$ cat src/rtl/irq_disp_pkg.sv
package irq_disp_pkg;

  typedef enum logic [2:0] {
    RGN_NONE    = 3'd0,
    RGN_PCI_MAP = 3'd1,
    RGN_BRD_MAP = 3'd2,
    RGN_PCI_CLR = 3'd3,
    RGN_BRD_CLR = 3'd4
  } region_e;

  localparam int unsigned TGT_FIELD_INIT = 32'h0000_07C0;
  localparam int unsigned BRD_TGT_OFS    = 32'h0000_0020;

  function automatic int unsigned pci_map_init(input int unsigned r);
    return TGT_FIELD_INIT | (r << 2);
  endfunction

  function automatic int unsigned brd_map_init(input int unsigned k);
    return (TGT_FIELD_INIT | BRD_TGT_OFS) + k;
  endfunction

endpackage

$ cat src/rtl/irq_cfg_decode.sv
module irq_cfg_decode
  import irq_disp_pkg::*;
#(
  parameter int unsigned ADDR_W       = 16,
  parameter int unsigned IDX_W        = 5,
  parameter int unsigned N_PCI_REGS   = 8,
  parameter int unsigned N_BRD_REGS   = 32,
  parameter logic [15:0] PCI_MAP_BASE = 16'h0C00,
  parameter logic [15:0] BRD_MAP_BASE = 16'h1000,
  parameter logic [15:0] PCI_CLR_BASE = 16'h1400,
  parameter logic [15:0] BRD_CLR_BASE = 16'h1800
) (
  input  logic [ADDR_W-1:0] addr,
  output region_e           rgn,
  output logic              hi_word,
  output logic [IDX_W-1:0]  idx
);

  localparam int unsigned NWIN = 4;
  localparam logic [ADDR_W-1:0] WIN_BASE [NWIN] = '{
    ADDR_W'(PCI_MAP_BASE), ADDR_W'(BRD_MAP_BASE),
    ADDR_W'(PCI_CLR_BASE), ADDR_W'(BRD_CLR_BASE)
  };
  localparam int unsigned WIN_SPAN [NWIN] = '{
    N_PCI_REGS * 8, N_BRD_REGS * 8, N_PCI_REGS * 32, N_BRD_REGS * 8
  };
  localparam int unsigned WIN_SHIFT [NWIN] = '{3, 3, 5, 3};

  logic [NWIN-1:0] hit;
  logic [IDX_W-1:0] widx [NWIN];

  for (genvar w = 0; w < NWIN; w++) begin : g_win
    logic [ADDR_W-1:0] off;
    assign off     = addr - WIN_BASE[w];
    assign hit[w]  = (addr >= WIN_BASE[w]) && (off < ADDR_W'(WIN_SPAN[w]));
    assign widx[w] = IDX_W'(off >> WIN_SHIFT[w]);
  end

  always_comb begin
    rgn = RGN_NONE;
    idx = '0;
    for (int w = 0; w < NWIN; w++) begin
      if (hit[w]) begin
        rgn = region_e'(3'(w + 1));
        idx = widx[w];
      end
    end
  end

  assign hi_word = addr[2];

endmodule

$ cat src/rtl/irq_map_regs.sv
module irq_map_regs
  import irq_disp_pkg::*;
#(
  parameter int unsigned N_PCI_REGS    = 8,
  parameter int unsigned N_BRD_REGS    = 32,
  parameter int unsigned LINES_PER_REG = 4,
  parameter int unsigned DATA_W        = 32,
  parameter int unsigned IDX_W         = 5,
  localparam int unsigned N_PCI_LINES  = N_PCI_REGS * LINES_PER_REG,
  localparam int unsigned NUM_LINES    = N_PCI_LINES + N_BRD_REGS
) (
  input  logic                 clk,
  input  logic                 rst_n,
  input  logic                 pci_wr,
  input  logic                 brd_wr,
  input  logic [IDX_W-1:0]     idx,
  input  logic                 en_bit,
  input  logic                 rd_pci,
  input  logic                 rd_brd,
  output logic [NUM_LINES-1:0] en_line_nxt,
  output logic [DATA_W-1:0]    rdata
);

  localparam int unsigned LOW_W = DATA_W - 1;

  logic [N_PCI_REGS-1:0] pci_en_q, pci_en_nxt;
  logic [N_BRD_REGS-1:0] brd_en_q, brd_en_nxt;
  logic [LOW_W-1:0] pci_low [N_PCI_REGS];
  logic [LOW_W-1:0] brd_low [N_BRD_REGS];

  for (genvar r = 0; r < N_PCI_REGS; r++) begin : g_pci
    assign pci_low[r]    = LOW_W'(pci_map_init(r));
    assign pci_en_nxt[r] = (pci_wr && idx == IDX_W'(r)) ? en_bit : pci_en_q[r];
    always_ff @(posedge clk) begin
      if (!rst_n) pci_en_q[r] <= 1'b0;
      else        pci_en_q[r] <= pci_en_nxt[r];
    end
  end

  for (genvar k = 0; k < N_BRD_REGS; k++) begin : g_brd
    assign brd_low[k]    = LOW_W'(brd_map_init(k));
    assign brd_en_nxt[k] = (brd_wr && idx == IDX_W'(k)) ? en_bit : brd_en_q[k];
    always_ff @(posedge clk) begin
      if (!rst_n) brd_en_q[k] <= 1'b0;
      else        brd_en_q[k] <= brd_en_nxt[k];
    end
  end

  for (genvar l = 0; l < N_PCI_LINES; l++) begin : g_pline
    assign en_line_nxt[l] = pci_en_nxt[l / LINES_PER_REG];
  end
  for (genvar k = 0; k < N_BRD_REGS; k++) begin : g_bline
    assign en_line_nxt[N_PCI_LINES + k] = brd_en_nxt[k];
  end

  always_comb begin
    rdata = '0;
    for (int r = 0; r < N_PCI_REGS; r++)
      if (rd_pci && idx == IDX_W'(r)) rdata = {pci_en_q[r], pci_low[r]};
    for (int k = 0; k < N_BRD_REGS; k++)
      if (rd_brd && idx == IDX_W'(k)) rdata = {brd_en_q[k], brd_low[k]};
  end

endmodule

$ cat src/rtl/irq_prio_pick.sv
module irq_prio_pick #(
  parameter int unsigned N     = 64,
  localparam int unsigned IW   = $clog2(N)
) (
  input  logic [N-1:0]  cand,
  output logic          found,
  output logic [IW-1:0] num
);

  always_comb begin
    found = 1'b0;
    num   = '0;
    for (int i = N - 1; i >= 0; i--) begin
      if (cand[i]) begin
        found = 1'b1;
        num   = IW'(i);
      end
    end
  end

endmodule

$ cat src/rtl/irq_req_track.sv
module irq_req_track #(
  parameter int unsigned N_PCI_LINES   = 32,
  parameter int unsigned LINES_PER_REG = 4,
  parameter int unsigned NUM_W         = 6,
  parameter int unsigned IDX_W         = 5
) (
  input  logic             clk,
  input  logic             rst_n,
  input  logic             pci_hit,
  input  logic             brd_hit,
  input  logic [IDX_W-1:0] idx,
  input  logic             pick_found,
  input  logic [NUM_W-1:0] pick_num,
  output logic             req_valid,
  output logic [NUM_W-1:0] req_num
);

  logic             is_pci;
  logic [NUM_W-1:0] slot, brd_k, idx_w;
  logic             retire, reselect;

  assign is_pci   = req_num < NUM_W'(N_PCI_LINES);
  assign slot     = req_num / NUM_W'(LINES_PER_REG);
  assign brd_k    = req_num - NUM_W'(N_PCI_LINES);
  assign idx_w    = NUM_W'(idx);
  assign retire   = req_valid && ((pci_hit && is_pci && slot == idx_w) ||
                                  (brd_hit && !is_pci && brd_k == idx_w));
  assign reselect = !req_valid || retire;

  always_ff @(posedge clk) begin
    if (!rst_n) begin
      req_valid <= 1'b0;
      req_num   <= '0;
    end else if (reselect) begin
      req_valid <= pick_found;
      req_num   <= pick_num;
    end
  end

endmodule

$ cat src/rtl/irq_dispatch_unit.sv
module irq_dispatch_unit
  import irq_disp_pkg::*;
#(
  parameter int unsigned N_PCI_REGS    = 8,
  parameter int unsigned N_BRD_REGS    = 32,
  parameter int unsigned LINES_PER_REG = 4,
  parameter int unsigned ADDR_W        = 16,
  parameter int unsigned DATA_W        = 32,
  localparam int unsigned N_PCI_LINES  = N_PCI_REGS * LINES_PER_REG,
  localparam int unsigned NUM_LINES    = N_PCI_LINES + N_BRD_REGS,
  localparam int unsigned NUM_W        = $clog2(NUM_LINES)
) (
  input  logic                 clk,
  input  logic                 rst_n,
  input  logic [NUM_LINES-1:0] irq_lvl,
  input  logic                 cfg_wr_en,
  input  logic [ADDR_W-1:0]    cfg_addr,
  input  logic [DATA_W-1:0]    cfg_wdata,
  output logic [DATA_W-1:0]    cfg_rdata,
  output logic                 req_valid,
  output logic [NUM_W-1:0]     req_num
);

  localparam int unsigned MAXR  = (N_PCI_REGS > N_BRD_REGS) ? N_PCI_REGS : N_BRD_REGS;
  localparam int unsigned IDX_W = (MAXR > 1) ? $clog2(MAXR) : 1;

  region_e          rgn;
  logic             hi_word;
  logic [IDX_W-1:0] idx;
  logic             wr_hi, en_bit;
  logic             pci_map_wr, brd_map_wr, pci_hit, brd_hit;
  logic [NUM_LINES-1:0] en_line_nxt, cand;
  logic             pick_found;
  logic [NUM_W-1:0] pick_num;
  logic             unused_wdata;

  irq_cfg_decode #(
    .ADDR_W(ADDR_W), .IDX_W(IDX_W),
    .N_PCI_REGS(N_PCI_REGS), .N_BRD_REGS(N_BRD_REGS)
  ) u_dec (
    .addr(cfg_addr), .rgn(rgn), .hi_word(hi_word), .idx(idx)
  );

  assign wr_hi        = cfg_wr_en && hi_word;
  assign en_bit       = cfg_wdata[DATA_W-1];
  assign unused_wdata = ^cfg_wdata[DATA_W-2:0];
  assign pci_map_wr   = wr_hi && (rgn == RGN_PCI_MAP);
  assign brd_map_wr   = wr_hi && (rgn == RGN_BRD_MAP);
  assign pci_hit      = (pci_map_wr && !en_bit) || (wr_hi && rgn == RGN_PCI_CLR);
  assign brd_hit      = (brd_map_wr && !en_bit) || (wr_hi && rgn == RGN_BRD_CLR);

  irq_map_regs #(
    .N_PCI_REGS(N_PCI_REGS), .N_BRD_REGS(N_BRD_REGS),
    .LINES_PER_REG(LINES_PER_REG), .DATA_W(DATA_W), .IDX_W(IDX_W)
  ) u_map (
    .clk(clk), .rst_n(rst_n),
    .pci_wr(pci_map_wr), .brd_wr(brd_map_wr), .idx(idx), .en_bit(en_bit),
    .rd_pci(hi_word && rgn == RGN_PCI_MAP),
    .rd_brd(hi_word && rgn == RGN_BRD_MAP),
    .en_line_nxt(en_line_nxt), .rdata(cfg_rdata)
  );

  assign cand = irq_lvl & en_line_nxt;

  irq_prio_pick #(.N(NUM_LINES)) u_pick (
    .cand(cand), .found(pick_found), .num(pick_num)
  );

  irq_req_track #(
    .N_PCI_LINES(N_PCI_LINES), .LINES_PER_REG(LINES_PER_REG),
    .NUM_W(NUM_W), .IDX_W(IDX_W)
  ) u_trk (
    .clk(clk), .rst_n(rst_n), .pci_hit(pci_hit), .brd_hit(brd_hit), .idx(idx),
    .pick_found(pick_found), .pick_num(pick_num),
    .req_valid(req_valid), .req_num(req_num)
  );

endmodule

$ cat config.mk
export PLATFORM = sky130hd
export DESIGN_NAME = irq_dispatch_unit
export DESIGN_NICKNAME = d
export VERILOG_FILES = /design/src/rtl/irq_disp_pkg.sv /design/src/rtl/irq_cfg_decode.sv /design/src/rtl/irq_map_regs.sv /design/src/rtl/irq_prio_pick.sv /design/src/rtl/irq_req_track.sv /design/src/rtl/irq_dispatch_unit.sv
export SDC_FILE = /design/constraint.sdc
export NUM_CORES = 1
export LEC_CHECK = 0
export ABC_AREA = 1
export BUFFER_PORTS_ARGS = -buffer_cell sky130_fd_sc_hd__buf_2
export CORE_MARGIN = 4
export CORE_UTILIZATION = 48
export CTS_CLUSTER_SIZE = 28
export DETAILED_ROUTE_END_ITERATION = 8
export PLACE_DENSITY = 0.82
export SETUP_SLACK_MARGIN = 0.1
export SLEW_MARGIN = 20
export SYNTH_ARGS = -nofsm -noshare
export SYNTH_HDL_FRONTEND = slang
export SYNTH_SLANG_ARGS = --single-unit
$ cat constraint.sdc
create_clock -name clk -period 4.3 [get_ports clk]
set_input_delay 0.215 -clock clk [delete_from_list [all_inputs] [get_ports clk]]
set_output_delay 0.215 -clock clk [all_outputs]
set_load 0.005 [all_outputs]
* After elaboration in Yosys (flattened, before gate mapping)
Index checks and enable logic that the tools add are counted.
** Storage, ports and cells
- Register bits after elaboration :: 47
- Bits of input ports :: 115
- Output and inout bits :: 39
- Logic and storage cells :: 416
** Operators by class
- Add/sub/neg operators :: 5
- Magnitude comparators :: 9
- Equality and inequality tests :: 37
- Multiplexer cells :: 216
- Bitwise operators :: 1
- Reductions and logical operators :: 106
** Operator list (number)
- 32-bit 2-to-1 mux :: 40
- 6-bit 2-to-1 mux :: 64
- 1-bit 2-to-1 mux :: 105
- 1-bit logical AND :: 98
- 5-bit equality test (second input constant) :: 16
- 64-bit bitwise AND :: 1
- 16-bit by 13-bit >= comparator with 1-bit output (second input constant) :: 3
- 16-bit by 9-bit < comparator with 1-bit output (second input constant) :: 3
- 16-bit by 13-bit subtractor with 16-bit output (second input constant) :: 3
- 5-bit by 4-bit equality test with 1-bit output (second input constant) :: 8
- 5-bit by 3-bit equality test with 1-bit output (second input constant) :: 4
- 5-bit 2-to-1 mux :: 4
- 16-bit by 12-bit >= comparator with 1-bit output (second input constant) :: 1
- 16-bit by 7-bit < comparator with 1-bit output (second input constant) :: 1
- 16-bit by 12-bit subtractor with 16-bit output (second input constant) :: 1
- 5-bit by 2-bit equality test with 1-bit output (second input constant) :: 2
- 3-bit 2-to-1 mux :: 3
- 3-bit by 2-bit equality test with 1-bit output (second input constant) :: 2
- 6-bit by 5-bit equality test with 1-bit output :: 1
- 6-bit < comparator (second input constant) :: 1
- 6-bit subtractor (second input constant) :: 1
- 4-bit by 5-bit equality test with 1-bit output :: 1
- 5-bit by 1-bit equality test with 1-bit output (second input constant) :: 1
- 5-bit logical NOT :: 1
- 4 further kinds :: 9

* Depth between registers and ports, before layout
Gate-level depths: netlist (run 1).
- Depth after elaboration :: 76
- Mapped depth :: 80
- Depth with buffers taken out :: 80

* Hierarchy
From an unflattened synthesis (run 1), not the netlist that was laid out.
** Second synthesis, totals
- Cell total of the unflattened synthesis :: 1098
- Area total of the unflattened synthesis :: 5739.3 µm²
** By module, submodules not included
- irq_map_regs :: instances 1, cells each 577, area an instance 3440.8 µm², sequential area each 800.8 µm²
- irq_prio_pick :: instances 1, cells each 224, area an instance 914.6 µm², sequential area each 0.0 µm²
- irq_dispatch_unit :: instances 1, cells each 148, area an instance 574.3 µm², sequential area each 0.0 µm²
- irq_req_track :: instances 1, cells each 85, area an instance 488.0 µm², sequential area each 140.1 µm²
- irq_cfg_decode :: instances 1, cells each 64, area an instance 321.6 µm², sequential area each 0.0 µm²

* Least setup slack after synthesis (run 1)
No wires, ideal clock.
- Path type :: input to output
- From :: input cfg_addr[11]
- To :: output cfg_rdata[31]
- Arrival time :: 4.380 ns
- Required time :: 4.085 ns
- Path slack :: -0.295 ns
- Cell stages on the path :: 64
- Path buffers :: 0
- Cell sequence :: inv_1 ha_1 inv_1 nor2_1 nand2_1 nor2_1 nand3_2 nand3_4 nand2_2 nand2_4 inv_2 nor2_1 inv_1 nor2_1 inv_1 nor2_1 inv_1 o311ai_1 (+28 left out) nand2_1 nand2_1 nand2_1 nand2_1 nand2_1 nand2_1 nand2_1 nand2_1 nand2_1 nand3_1 nand2_1 nand2_1 nand2_1 nand2_1 nand2_1 nand2_1 nand2_1 nand2_1
** Between the ends
- Longest elaborated chain between the ends :: 50
- Elaborated cells between the ends (all ways) :: 140
- Classes of those cells :: add/sub (4); order compare (8); eq/ne (33); mux (48); reduce/logical (47)
** Ends and longest elaborated chain
- from (decl) :: RTL line irq_dispatch_unit.sv:17 : input logic [ADDR_W-1:0] cfg_addr,
- 16-bit by 12-bit subtractor with 16-bit output :: RTL line irq_cfg_decode.sv:34 : assign off = addr - WIN_BASE[w];
- 16-bit by 7-bit < comparator with 1-bit output :: RTL line irq_cfg_decode.sv:35 : assign hit[w] = (addr >= WIN_BASE[w]) && (off < ADDR_W'(WIN_SPAN[w]));
- 1-bit logical AND :: RTL line irq_cfg_decode.sv:35
- 1-bit 2-to-1 mux :: RTL line irq_cfg_decode.sv:43 : if (hit[w]) begin
- 3-bit 2-to-1 mux (3 in a row) :: RTL line irq_cfg_decode.sv:43
- 3-bit by 1-bit equality test with 1-bit output :: RTL line irq_dispatch_unit.sv:58 : .rd_pci(hi_word && rgn == RGN_PCI_MAP),
- 1-bit logical AND :: RTL line irq_dispatch_unit.sv:58
- 1-bit logical AND :: RTL line irq_map_regs.sv:59 : if (rd_pci && idx == IDX_W'(r)) rdata = {pci_en_q[r], pci_low[r]};
- 32-bit 2-to-1 mux (8 in a row) :: RTL line irq_map_regs.sv:59
- 32-bit 2-to-1 mux (31 in a row) :: RTL line irq_map_regs.sv:61 : if (rd_brd && idx == IDX_W'(k)) rdata = {brd_en_q[k], brd_low[k]};
- 32-bit 2-to-1 mux (*) :: RTL line irq_map_regs.sv:61
- to (decl) :: RTL line irq_dispatch_unit.sv:19 : output logic [DATA_W-1:0] cfg_rdata,
Every way passes the cells marked *; elsewhere a longest branch is shown, timed or not.

* Final worst setup path (run 1)
Same ends and word-level chain as after synthesis.

==> qor.yml, run 1 <==
outcome:
  status: "finished with violations"
  violations: "setup timing"
placement:
  place.gp.congestion: 0.9983
  port_buffers: 100
  placed_area_sq_um: 6465
  dp_hpwl_um: 12140
detailed_routing:
  drc: 0
  drt_iter0_markers: 773
  drtPass1Iterations: 8
  viasPerCell: 5.268
  vias: 6849
  route.antenna.remaining_nets: 0
  wl_per_cell_um: 14.14
  routed_wl_um: 18380
cts:
  cts-root-buf: "clkbuf_8"
  cts.sinks: 47
  cts_tree: "built"
  clock_latency_ns: 0.31
  htree_levels: 2
  path_clk_slew_ns: 0.09
  cts_buffer_depth: 2
  cts_made_buffers: 5
  cts.hold.buffers_added: 0
global_route:
  antenna_found_initial: 0
  grt-ovfl-total: 0
  grt_pass1_vias: 5993
  grt_max_degree: 48
  grt_pass1_wl_um: 26510
  grt_usage_pct: 27.57
setup_path:
  rr_endpoint: "u_trk.req_num[0]$_SDFFE_PN0P_"
  end_kind: "primary output"
  path_max_fanout: 5
  crit_arrival_ns: 5.31
  reg2reg_from: "u_map.brd_en_q[31]$_SDFF_PN0_"
  critPathRequiredTime_ns: 4.09
  worst_path_max_delay_cell: "ha_4"
  timing_worst_setup_path_type: "in -> out"
  worst_setup_path_start_kind: "primary input"
  slowest_delay_ns: 0.25
  r2r_cells: 68
  crit_top_cell: "nand2_1"
  reg2reg_slack_ns: 0.38
die:
  core_area_sq_um: 9819
  fp-row-count: 36
  die_w_um: 108.5
  initial_core_util_pct: 49.38
  io-pin-count: 154
  die_h_um: 108.5
  die_area_sq_um: 11770
final_layout:
  num_antenna_cells: 0
  syn2layout_area_growth_pct: 45.06
  drive_gt1_share_pct: 32.22
  final_util_pct: 71.62
  nNetsFinal: 1284
  fillers: 769
  final_design_area_no_fill_sq_um: 7033
timing:
  fin_skew_ns: 0.006086
  finalMaxSlewViolations: 0
  period_share_pct: 128.4
  hold_slack_ns: 0.2685
  finalWorstSetupSlack_ns: -1.223
  fmax_mhz: 181.1
  min_period_ns: 5.523
  slew_headroom_pct: 57.03
  setup_violations: 3
  hold_violations: 0
  worst-slew-pin-transition_ns: 0.6378
  rsz0062_at_grt: "yes"
synth:
  synth_compound_gate_area_share_pct: 14.01
  synth_cell_types: 48
  synthXorXnorAreaFrac_pct: 1.806
  synth_most_common_cell: "nand2_1"
  synth-edff-count: 0
  ys_seq_area_share_pct: 19.41
  muxShareOfSynthArea_pct: 0
  synth_top_family_by_area: "simple AND/OR/NAND/NOR gates"
  synth-seq-cells: 47
  synth_area_sq_um: 4848
  synthCells: 910
  synth_fa_ha_area_share_pct: 0.7742
  synthSimpleGateAreaFrac_pct: 46.81
  ys_top_cells_by_count: "nand2_1 (315), inv_1 (143), nor2_1 (129)"
  yosys.area.top_type_share_pct: 24.39
  yosys_warnings: 0
  synth_area_leaders: "nand2_1 (24%), dfxtp_1 (19%), inv_1 (11%)"
  synth_flop_cell: "dfxtp_1"
  async_reset_ff_share_pct: 0
  yosysTopAreaCell: "nand2_1"
  syn_avg_cell_area_sq_um: 5.328
min_path:
  worstHoldPathType: "in -> reg"
  min_path_cells: 5
  worstHoldStart: "irq_lvl[1]"
  worstHoldEndpoint: "u_trk.req_num[0]$_SDFFE_PN0P_"
pwr:
  p_comb_share_pct: 15.0
  pwr-share-seq_pct: 50.0
  p_leak_uw: 0.004063
  irDropWorstVdd_uv: 115.9
  p_clk_share_pct: 35.0
  power.switching_uw: 233.0
  pwr_density_cell_nw_per_um2: 123.8
  swShare_pct: 26.76
  cell_internal_pwr_uw: 637.6
job:
  cap_violations: 0
-- worst max path at each step --
stage	slack [ns]	startpoint	to
floorplan	-0.20	cfg_addr[11]	u_trk.req_num[0]$_SDFFE_PN0P_
global placement	-0.95	cfg_addr[11]	u_trk.req_num[0]$_SDFFE_PN0P_
detailed placement	-1.03	cfg_addr[11]	u_trk.req_num[0]$_SDFFE_PN0P_
CTS	-0.81	cfg_addr[11]	cfg_rdata[31]
global route	-1.70	cfg_addr[11]	u_trk.req_num[0]$_SDFFE_PN0P_
finish	-1.22	cfg_addr[11]	cfg_rdata[31]
-- area by class of cell --
cell class                      count  area [sq um]  share of cell area [%]
Clock inverter                      1         7.507                  0.1067
Multi-Input combinational cell    686          3406                   48.43
Clock buffer                        7         96.34                   1.370
Timing Repair Buffer              268          1798                   25.56
Inverter                          158         618.1                   8.788
Tap cell                          133         166.4                   2.366
Sequential cell                    47         940.9                   13.38
-- through the flow --
| step | worst slack [ns] | total power, uW | setup TNS (ns) | instances |
|---|---|---|---|---|
| floorplan | -0.2015 | 500.9 | -0.3915 | 929 |
| global placement | -0.9486 | 555.4 | -2.093 | 1268 |
| detailed placement | -1.028 | 556.9 | -2.382 | 1268 |
| CTS | -0.8113 | 853.4 | -1.424 | 1286 |
| global route | -1.704 | 902.8 | -3.932 | 1300 |
| finish | -1.223 | 870.6 | -2.249 | 1300 |
-- cells by family after synthesis --
| family | Yosys count |
|---|---|
| DFF | 47 |
| other | 1 |
| and+or+nand+nor | 537 |
| AOI/OAI and AO/OA | 116 |
| adders and majority gates | 3 |
| buffers and inverters | 196 |
| xor gates and xnor gates | 10 |
-- power by group through the flow --
stage          Sequential (uW)  Combinational [uW]  Clock, uW
2_1_floorplan              445                55.8          0
3_3_place_gp               445                 110          0
3_5_place_dp               445                 112          0
4_1_cts                    435                 117        302
5_1_grt                    435                 142        326
6_report                   435                 131        305
-- cell usage in the layout (no fill, tap or decap), drive strengths merged, types with 3 or more instances in the layout --
master and count:
nand2 331, buf 268, inv 155, nor2 138, o21ai 60, dfxtp 47, nand3 40, a21oi 25
conb 20, nand4 13, nor3 8, xor2 8, clkbuf 7, a31oi 6, o211ai 5, o21bai 5
nor4 4, clkinv 3, ha 3
-- metal layers --
metal / global-route usage, % / vias to the layer above / share of wire [%]
met3: 4.478 / 139 / 11
met5: 0 / - / 0
met2: 46.73 / 487 / 45
met4: 10.55 / 0 / 6.1
li1: - / 3282 / -
met1: 34.94 / 2941 / 39
-- what timing repair did --
action	CTS	global route
setup buffers	10	14
setup endpoints to repair	3	3
gates resized for setup	40	45
pin swaps	19	22
-- registers in the layout, indices dropped and copies added, names as in the netlist --
register / cells
u_map.brd_en_q: 32
u_map.pci_en_q: 8
u_trk.req_num: 6
u_trk.req_valid: 1
-- critical path, delay by kind of cell --
family / cells / cell delay (ns)
and+or+nand+nor: 44 / 3.08
AOI/OAI and AO/OA: 11 / 1.10
buffers and inverters: 8 / 0.64
adders and majority gates: 1 / 0.25
(Power assumes the default switching activity.)
==> inputs of run 2 (changes only) <==
--- a/config.mk
+++ b/config.mk
@@ -5,13 +5,12 @@
 export SDC_FILE = /design/constraint.sdc
 export NUM_CORES = 1
 export LEC_CHECK = 0
-export ABC_AREA = 1
 export BUFFER_PORTS_ARGS = -buffer_cell sky130_fd_sc_hd__buf_2
 export CORE_MARGIN = 4
 export CORE_UTILIZATION = 48
 export CTS_CLUSTER_SIZE = 28
 export DETAILED_ROUTE_END_ITERATION = 8
-export PLACE_DENSITY = 0.82
+export PLACE_DENSITY = 0.81
 export SETUP_SLACK_MARGIN = 0.1
 export SLEW_MARGIN = 20
 export SYNTH_ARGS = -nofsm -noshare
==> run 2 against run 1 <==
  * The run now ends clean
  * Register-to-register slack improved by 1.8 ns
  * Combinational power increased by 15%
  * Final area decreased by 18%
  * Worst setup slack improved by 1.6 ns
  * Sequential share of layout area increased by 2.9 points
  * Clock power increased by 8.5%
  * Clock skew about the same
==> qor.yml, run 2 <==
outcome:
  status: "completed"
timing:
  rsz0062_at_grt: "no"
  hold_violations: 0
  setup_violations: 0
  finalMaxSlewViolations: 0
  fin_skew_ns: 0.006113
  fin_tns_setup_ns: 0
  slew_headroom_pct: 44.45
  fmax_mhz: 251.9
  min_period_ns: 3.969
  period_share_pct: 92.31
  worst-slew-pin-transition_ns: 0.8333
  hold_slack_ns: 0.2765
setup_path:
  timing_worst_setup_path_type: "in -> out"
  path_max_fanout: 8
  worst_setup_path_start_kind: "primary input"
  end_kind: "primary output"
  crit_arrival_ns: 3.75
  critPathRequiredTime_ns: 4.09
synth:
  syn_avg_cell_area_sq_um: 7.001
  synth_area_leaders: "dfxtp_1 (19%), nor2_1 (8.5%), mux2i_1 (7.6%)"
  synth-edff-count: 0
  yosys.area.top_type_share_pct: 18.74
  synth_area_sq_um: 5020
  synth_flop_cell: "dfxtp_1"
  ys_seq_area_share_pct: 18.74
  async_reset_ff_share_pct: 0
  yosysTopAreaCell: "dfxtp_1"
  synth-seq-cells: 47
  synth_most_common_cell: "nor2_1"
  synthCells: 717
  synth_cell_types: 90
  yosys_warnings: 0
  ys_top_cells_by_count: "nor2_1 (114), nand2_1 (69), dfxtp_1 (47)"
cts:
  htree_levels: 2
  cts.hold.buffers_added: 0
  cts_setup_buffers: 0
  cts_made_buffers: 5
  clock_latency_ns: 0.30
  cts_buffer_depth: 2
  cts.sinks: 47
  path_clk_slew_ns: 0.09
  cts-root-buf: "clkbuf_8"
  cts.repair.resized: 0
  cts_tree: "built"
final_layout:
  nNetsFinal: 936
  fillers: 1038
  drive_gt1_share_pct: 21.61
  final_design_area_no_fill_sq_um: 5791
  largest_register: "u_map.brd_en_q"
  layout_commonest_cell: "nor2_1"
  largest_reg_flops: 32
  most-common-layout-cells: "nor2_1 (114), buf_2 (100), nand2_1 (69)"
  syn2layout_area_growth_pct: 15.35
  top_regs: "u_map.brd_en_q x32, u_map.pci_en_q x8, u_trk.req_num x6"
  num_antenna_cells: 0
pwr:
  pwr-share-seq_pct: 47.5
  swShare_pct: 27.74
  cell_internal_pwr_uw: 661.9
  pwr_density_cell_nw_per_um2: 158.2
  p_leak_uw: 0.002512
  power_uw: 916.1
  power.switching_uw: 254.2
  p_comb_share_pct: 16.4
  irDropWorstVdd_uv: 118.3
  p_clk_share_pct: 36.1
detailed_routing:
  drtPass1Iterations: 6
  route.antenna.remaining_nets: 0
  viasPerCell: 6.258
  vias: 5976
  drc: 0
  drt_iter0_markers: 715
  routed_wl_um: 17970
  wl_per_cell_um: 18.82
global_route:
  busiest_layer: "met2"
  antenna_found_initial: 0
  use_met1_pct: 40.97
  grt_max_degree: 50
  grt-ovfl-total: 0
  grt_pass1_vias: 5398
  grtUsageMet3_pct: 4.019
  grt_util_met2_pct: 44.80
  grt_usage_pct: 29.22
  grt_pass1_wl_um: 27860
placement:
  placed_area_sq_um: 5677
  dp_hpwl_um: 14320
  port_buffers: 100
  place.gp.congestion: 0.9933
die:
  fp-row-count: 37
  die_h_um: 110.3
  initial_core_util_pct: 48.84
  io-pin-count: 154
  die_area_sq_um: 12160
  die_w_um: 110.3
  core_area_sq_um: 10280
min_path:
  worstHoldPathType: "in -> reg"
job:
  cap_violations: 0
==> run 2: routing by layer <==
layer	up-vias	part of all wire, %
li1	2794	-
met3	58	11
met1	2739	42
met4	0	4.2
met2	385	43
met5	-	0
==> run 2: area by class of cell <==
cell class,count,area [sq um],share of cell area (%)
Clock buffer,5,68.82,1.188
Sequential cell,47,940.9,16.25
Multi-Input combinational cell,601,3699,63.87
Inverter,28,105.1,1.815
Tap cell,136,170.2,2.939
Timing Repair Buffer,135,763.2,13.18
Clock inverter,3,43.79,0.7563
==> run 2: per-stage QoR <==
stage	utilization, %	worst slack (ns)	instances
after floorplan	-	1.022	736
after global placement	55.24	0.2475	947
after detailed placement	55.24	0.2790	947
after CTS	56.33	0.3398	955
after global routing	56.34	0.1630	955
final	56.34	0.3305	955
==> run 2: logic make-up after synthesis <==
kind of cell / synth area share, %
simple gates: 32.48
compound gates: 28.81
buf+inv: 9.023
flops: 18.74
mux: 8.549
xor+xnor: 1.570
fa+ha+maj: 0.7478
other cells: 0.07470
==> run 2: final timing paths <==
check | from | slack (ns) | endpoint | cells after the start
max | cfg_addr[11] | 0.33 | cfg_rdata[31] | 16
min | rst_n | 0.28 | u_trk.req_num[3]$_SDFFE_PN0P_ | 3
max reg2reg | u_trk.req_num[4]$_SDFFE_PN0P_ | 2.14 | u_trk.req_valid$_SDFFE_PN0P_ | 7
min reg2reg | u_map.brd_en_q[23]$_SDFF_PN0_ | 0.51 | u_map.brd_en_q[23]$_SDFF_PN0_ | 2
==> run 2: power groups by stage <==
stage / combinational (uW) / clock [uW] / sequential [uW]
2_1_floorplan: 92.0 / 0 / 445
3_3_place_gp: 145 / 0 / 445
3_5_place_dp: 147 / 0 / 445
4_1_cts: 147 / 331 / 435
5_1_grt: 165 / 348 / 435
6_report: 150 / 331 / 435
==> run 2: worst max-delay path: stages <==
cell       delay, ns
buf_2           0.16
inv_1           0.06
ha_1            0.31
and4bb_4        0.22
a2bb2oi_4       0.25
a21o_1          0.27
a21oi_1         0.17
nor3_2          0.53
nand2_1         0.11
a22o_1          0.26
a21oi_1         0.19
o21ai_1         0.08
a221o_1         0.33
a221o_1         0.32
a21oi_1         0.14
buf_2           0.13
